`src/rtl/rx_label_fifo.sv`:
```
module rx_label_fifo #(
  parameter int LBL_DEPTH  = 16,
  parameter int FIFO_DEPTH = 16,
  parameter int FIFO_LEVEL = 8
) (
  input  logic        clk,
  input  logic        rst_n,
  input  logic        word_valid,
  input  logic [31:0] word_data,
  input  logic [1:0]  cpu_addr,
  input  logic        cpu_rd,
  input  logic        cpu_wr,
  input  logic [7:0]  cpu_wdata,
  output logic [7:0]  cpu_rdata,
  output logic        cpu_wait,
  output logic        fifo_empty,
  output logic        fifo_level,
  output logic        fifo_full,
  output logic        irq
);
  localparam int LCW = $clog2(LBL_DEPTH + 1);
  localparam int LIW = (LBL_DEPTH > 1) ? $clog2(LBL_DEPTH) : 1;
  localparam int PW  = (FIFO_DEPTH > 1) ? $clog2(FIFO_DEPTH) : 1;
  localparam int CW  = $clog2(FIFO_DEPTH + 1);
  localparam logic [1:0] A_CTRL = 2'd0;
  localparam logic [1:0] A_STAT = 2'd1;
  localparam logic [1:0] A_LBL  = 2'd2;
  localparam logic [1:0] A_DATA = 2'd3;

  logic [7:0]           lbl_mem [LBL_DEPTH];
  logic [LCW-1:0]       lbl_cnt;
  logic [LBL_DEPTH-1:0] hit_vec;
  logic                 match_en;
  logic [31:0]          fmem [FIFO_DEPTH];
  logic [PW-1:0]        wptr, rptr;
  logic [CW-1:0]        cnt;
  logic                 rd_pend, ovf;
  logic [1:0]           bsel;
  logic [7:0]           reg_mux;

  genvar g;
  generate
    for (g = 0; g < LBL_DEPTH; g++) begin : g_cmp
      assign hit_vec[g] = (LCW'(g) < lbl_cnt) && (lbl_mem[g] == word_data[7:0]);
    end
  endgenerate

  wire lbl_room = lbl_cnt < LCW'(LBL_DEPTH);
  wire wr_ctrl  = cpu_wr && cpu_addr == A_CTRL;
  wire wr_lbl   = cpu_wr && cpu_addr == A_LBL && lbl_room;
  wire rd_stat  = cpu_rd && cpu_addr == A_STAT;
  wire rd_data  = cpu_rd && cpu_addr == A_DATA;
  wire accept   = word_valid && (!match_en || |hit_vec);
  wire push     = accept && cnt != CW'(FIFO_DEPTH);
  wire drop     = accept && !push;
  wire pop      = rd_pend && cnt != '0 && bsel == 2'd3;

  assign fifo_empty = cnt == '0;
  assign fifo_level = cnt >= CW'(FIFO_LEVEL);
  assign fifo_full  = cnt == CW'(FIFO_DEPTH);
  assign irq        = fifo_empty | fifo_level | fifo_full;
  assign cpu_wait   = rd_pend;

  always_comb begin
    case (cpu_addr)
      A_CTRL:  reg_mux = {7'b0, match_en};
      A_STAT:  reg_mux = {4'b0, ovf, fifo_full, fifo_level, fifo_empty};
      default: reg_mux = 8'h00;
    endcase
  end

  always_ff @(posedge clk) begin
    if (wr_lbl) lbl_mem[lbl_cnt[LIW-1:0]] <= cpu_wdata;
    if (push)   fmem[wptr] <= word_data;
  end

  always_ff @(posedge clk or negedge rst_n) begin
    if (!rst_n) begin
      lbl_cnt  <= '0;
      match_en <= 1'b0;
    end else if (wr_ctrl) begin
      match_en <= cpu_wdata[0];
      if (cpu_wdata[7]) lbl_cnt <= '0;
    end else if (wr_lbl) begin
      lbl_cnt <= lbl_cnt + 1'b1;
    end
  end

  always_ff @(posedge clk or negedge rst_n) begin
    if (!rst_n) begin
      wptr <= '0;
      rptr <= '0;
      cnt  <= '0;
      ovf  <= 1'b0;
    end else begin
      if (push) wptr <= (wptr == PW'(FIFO_DEPTH - 1)) ? '0 : wptr + 1'b1;
      if (pop)  rptr <= (rptr == PW'(FIFO_DEPTH - 1)) ? '0 : rptr + 1'b1;
      cnt <= cnt + CW'(push) - CW'(pop);
      ovf <= (ovf && !rd_stat) || drop;
    end
  end

  always_ff @(posedge clk or negedge rst_n) begin
    if (!rst_n) begin
      rd_pend   <= 1'b0;
      bsel      <= 2'd0;
      cpu_rdata <= 8'h00;
    end else begin
      rd_pend <= rd_data;
      if (rd_pend) begin
        if (cnt != '0) begin
          cpu_rdata <= fmem[rptr][{bsel, 3'b000} +: 8];
          bsel      <= bsel + 1'b1;
        end else begin
          cpu_rdata <= 8'h00;
        end
      end
      if (cpu_rd && !rd_data) cpu_rdata <= reg_mux;
    end
  end
endmodule


```
`config.mk`:
```
export PLATFORM = sky130hd
export DESIGN_NAME = rx_label_fifo
export DESIGN_NICKNAME = d
export VERILOG_FILES = /design/src/rtl/rx_label_fifo.sv
export SDC_FILE = /design/constraint.sdc
export NUM_CORES = 1
export LEC_CHECK = 0
export ABC_AREA = 1
export BUFFER_PORTS_ARGS = -buffer_cell sky130_fd_sc_hd__buf_2
export CAP_MARGIN = 20
export CORE_ASPECT_RATIO = 0.9
export CORE_MARGIN = 3
export CORE_UTILIZATION = 25
export CTS_CLUSTER_DIAMETER = 200
export DETAILED_ROUTE_END_ITERATION = 10
export PLACE_DENSITY = 0.42
export SETUP_SLACK_MARGIN = 0.1
export SLEW_MARGIN = 20
export SYNTH_ARGS = -nofsm -noshare
export SYNTH_HDL_FRONTEND = slang
export SYNTH_SLANG_ARGS = --single-unit
```
`constraint.sdc`:
```
create_clock -name clk -period 6.81 [get_ports clk]
set_clock_uncertainty 0.2 [all_clocks]
set_input_delay 0.3405 -clock clk [delete_from_list [all_inputs] [get_ports clk]]
set_output_delay 0.3405 -clock clk [all_outputs]
set_load 0.01 [all_outputs]
```
==> impl_results.md <==
- Result of the run: finished clean
- Number of distinct library cells after synthesis: 38
- Source of the worst register-to-register timing path: lbl_cnt[4]
- Detailed Route WL: between 80000 and 90000 um
- Highest net fanout along the worst path: 21
- Worst Reg-to-Reg Cells: 17
- CTS Sinks: about 670
- Total standard cell area after synthesis: between 0.02 and 0.03 sq mm
- TritonCTS clock tree: built
- Reg area: roughly 0.020 sq mm
- Power density over the cells: 378 mW/mm^2
- Global-route wire length before repair: 131000 um
- Footprint of the multi-input gates: ~0.0073 sq mm
- Worst vdd ir: between 0.0002 and 0.0003 V
- Via count of the first global-routing pass: between 15000 and 20000
- Data arrival time of the critical path: between 4 and 5 ns
- Weighted congestion at the end of routability-driven global placement: 0.834
- Number of DRC violations after detailed-routing iteration 0: between 1500 and 2000
- Layout Area Growth over Synthesis: 17.4%
- Number of clock buffers inserted by TritonCTS: 76
- Sequential-to-total area share from yosys stat: 71.0%
- Grt ovf: 0
- Overall fraction of global-route tracks in use: between 15 and 20%
- Synth Register Bits: between 600 and 700
- DP HPWL: 53000 um
- Required time of the critical path: just over 7 ns
- WL/cell: around 22 um
- Startpoint types: input pin
- 1st-pass router iterations: 5
- Maximum level of the CTS H-tree: 3
- Crit Path Category: in -> reg
- Share of final-layout standard cells stronger than drive strength 1: 10.1%
- Initial antenna violation count: 13
- Critical Path End Type: flip-flop
- Relative slew slack: a little under a third
- Clock Pin Slew Worst Setup and Hold Paths: 0.06 ns
- Setup crit start: word_data[1]
- Net count after synthesis: ~2400
- Starting density of the core: between 20% and 30%
- Slew of the pin with the lowest slew margin: between 1 and 1.5 ns
- Die height: 324 um
- Max-cap check violation count: 0
- Worst-case clock buffer depth: 3
- Clock tree root driver cell: sky130_fd_sc_hd__clkbuf_16
- Number of inserted filler cells in the final layout: 11300
- Leak Pwr: around 11 nW
- Per-cell via count in the routed design: about 4.6
- Cell count after synthesis: about 2400
- Via count: 18600
- Worst Hold Launch: word_data[3]
- Time the worst path needs with I/O delays and setup: between 4 and 5 ns
- Max-slew violations: 0
- Setup repair after global routing missed its margin: false
- Number of failing hold endpoints at the final stage: 0
- Number of remaining DRC errors: 0
- Chip Width: roughly 360 um
- Final cell count without fillers: between 4000 and 5000
- Fmax: ~240 MHz
- Final cycle utilization of the critical path: between 60% and 70%
- Port buffer count: 59
- Placement row count: approximately 120
- Class of the worst hold path: in -> reg
- Final count of negative-setup-slack endpoints: 0
- Avg Synthesized Cell Area: approximately 12 sq um
- Area enclosed by the die boundary: approximately 0.12 sq mm
- Floorplan core area: ~0.11 sq mm
- Remaining antenna violation count: 0
- Final nets: between 2000 and 3000
- Maximum number of pins on one net before global-route repair: 168
- Final TNS setup: 0 ns
- Post-Place Cells: 3827
- I/O pins: 60
- Synth Warn #: 0
- Tot Pwr: ~12 mW
- Clock insertion delay at the later pin of the skew report: between 0.6 and 0.7 ns
- Depth of the worst hold-timing path: 1
critical path: stages:
cell,delay (ns)
sky130_fd_sc_hd__dlygate4sd3_1,0.55
sky130_fd_sc_hd__buf_2,0.34
sky130_fd_sc_hd__inv_1,0.40
sky130_fd_sc_hd__or2_2,0.40
sky130_fd_sc_hd__nand4_1,0.07
sky130_fd_sc_hd__nor2_1,0.05
sky130_fd_sc_hd__nand2_1,0.10
sky130_fd_sc_hd__nand3_1,0.12
sky130_fd_sc_hd__nor2_2,0.16
sky130_fd_sc_hd__nand3_4,0.14
sky130_fd_sc_hd__nand3_4,0.41
sky130_fd_sc_hd__ha_1,0.32
sky130_fd_sc_hd__inv_1,0.06
sky130_fd_sc_hd__ha_1,0.15
sky130_fd_sc_hd__inv_1,0.05
sky130_fd_sc_hd__fa_1,0.38
sky130_fd_sc_hd__o21ai_0,0.17
sky130_fd_sc_hd__a21oi_1,0.10
sky130_fd_sc_hd__xor2_1,0.15
final timing paths:
kind	endpoint	slack (ns)
min in group asynchronous	rptr[3]	0.16
min	fmem[5][3]	0.05
max reg2reg	cnt[4]	2.87
max	cnt[4]	2.61
max in group asynchronous	rptr[0]	5.68
min reg2reg	cpu_rdata[5]	0.28
layout by cell type, fill, tap and decap left out, drive strengths merged, types with 2 or more instances in the layout:
| cell type | instances |
|---|---|
| edfxtp | 640 |
| o21ai | 175 |
| o221ai | 27 |
| o31ai | 4 |
| or2 | 16 |
| buf | 102 |
| nor3 | 8 |
| dfrtp | 31 |
| a31oi | 2 |
| ha | 18 |
| o211ai | 49 |
| nor2 | 307 |
| a21oi | 24 |
| clkbuf | 85 |
| diode | 4 |
| nand2 | 503 |
| inv | 94 |
| nand3 | 256 |
| xnor2 | 47 |
| o22ai | 6 |
| xor2 | 23 |
| bufinv | 5 |
| dlygate4sd3 | 42 |
| nand4 | 15 |
| clkinv | 44 |
layout make-up:
type,instances,area share (%)
flip-flops and latches,671,60.5
multi-input cells,1487,22.1
clock buffers,85,5.92
well taps,1475,5.58
repair buffers,144,3.46
clock inverters,51,1.35
inverters,92,1.07
diodes,4,0.0303
layer usage:
metal | share of wire [%] | GRT usage [%] | vias to the layer above
met5 | 0.039 | 0 | -
met3 | 5.6 | 2.70 | 130
met2 | 46 | 24.2 | 504
met1 | 46 | 20.9 | 9419
li1 | - | - | 8576
met4 | 2.2 | 3.74 | 6
cell families after synthesis:
group / share of synthesized area [%]
simple gates: 16.5
compound gates: 6.05
xor+xnor: 2.18
buf+inv: 3.48
flops: 71.0
fa+ha+maj: 0.870
repair_timing:
item,CTS,global route
gates resized for setup,0,0
setup buffers,0,0
hold endpoints to repair,520,0
hold buffers,42,0
synth_stat cells (all sizes together):
cell | number | area [sq um]
edfxtp | 640 | 19200
nand2 | 503 | 1890
nor2 | 307 | 1170
nand3 | 256 | 1310
o21ai | 175 | 876
inv | 91 | 342
buf | 78 | 440
clkbuf | 52 | 195
o211ai | 49 | 368
xnor2 | 47 | 412
dfrtp | 31 | 776
o221ai | 27 | 236
a21oi | 24 | 120
xor2 | 23 | 201
ha | 18 | 225
or2 | 16 | 100
nand4 | 15 | 93.8
nor3 | 8 | 40.0
o22ai | 6 | 37.5
o31ai | 4 | 30.0
a31oi | 2 | 12.5
a21boi | 1 | 7.51
a221oi | 1 | 8.76
and2 | 1 | 6.26
clkinv | 1 | 3.75
fa | 1 | 20.0
nand3b | 1 | 7.51
nor4 | 1 | 21.3
o21a | 1 | 7.51
state kept, by name, indices dropped and copies added, names as in the netlist:
register	count
fmem	512
lbl_mem	128
cpu_rdata	8
cnt	5
lbl_cnt	5
rptr	4
wptr	4
bsel	2
cpu_wait	1
match_en	1
ovf	1
power breakdown:
group	total [mW]	switching [mW]	internal [mW]
registers	5.07	0.252	4.82
clock network	4.00	1.73	2.27
logic	3.43	2.50	0.933
total	12.5	4.48	8.02
stage by stage:
| step | worst slack (ns) | utilization (%) | hold slack (ns) | instance area [sq um] |
|---|---|---|---|---|
| 2_1_floorplan | 3.34 | - | -0.155 | 28200 |
| 3_3_place_gp | 2.30 | 27.0 | 0.252 | 30100 |
| 3_5_place_dp | 2.44 | 27.1 | 0.264 | 30200 |
| 4_1_cts | 2.53 | 29.7 | 0.00745 | 33100 |
| 5_1_grt | 2.32 | 29.7 | 0.0450 | 33100 |
| 6_report | 2.61 | 29.7 | 0.0474 | 33100 |
No activity file was read; power rests on OpenSTA's default activity.
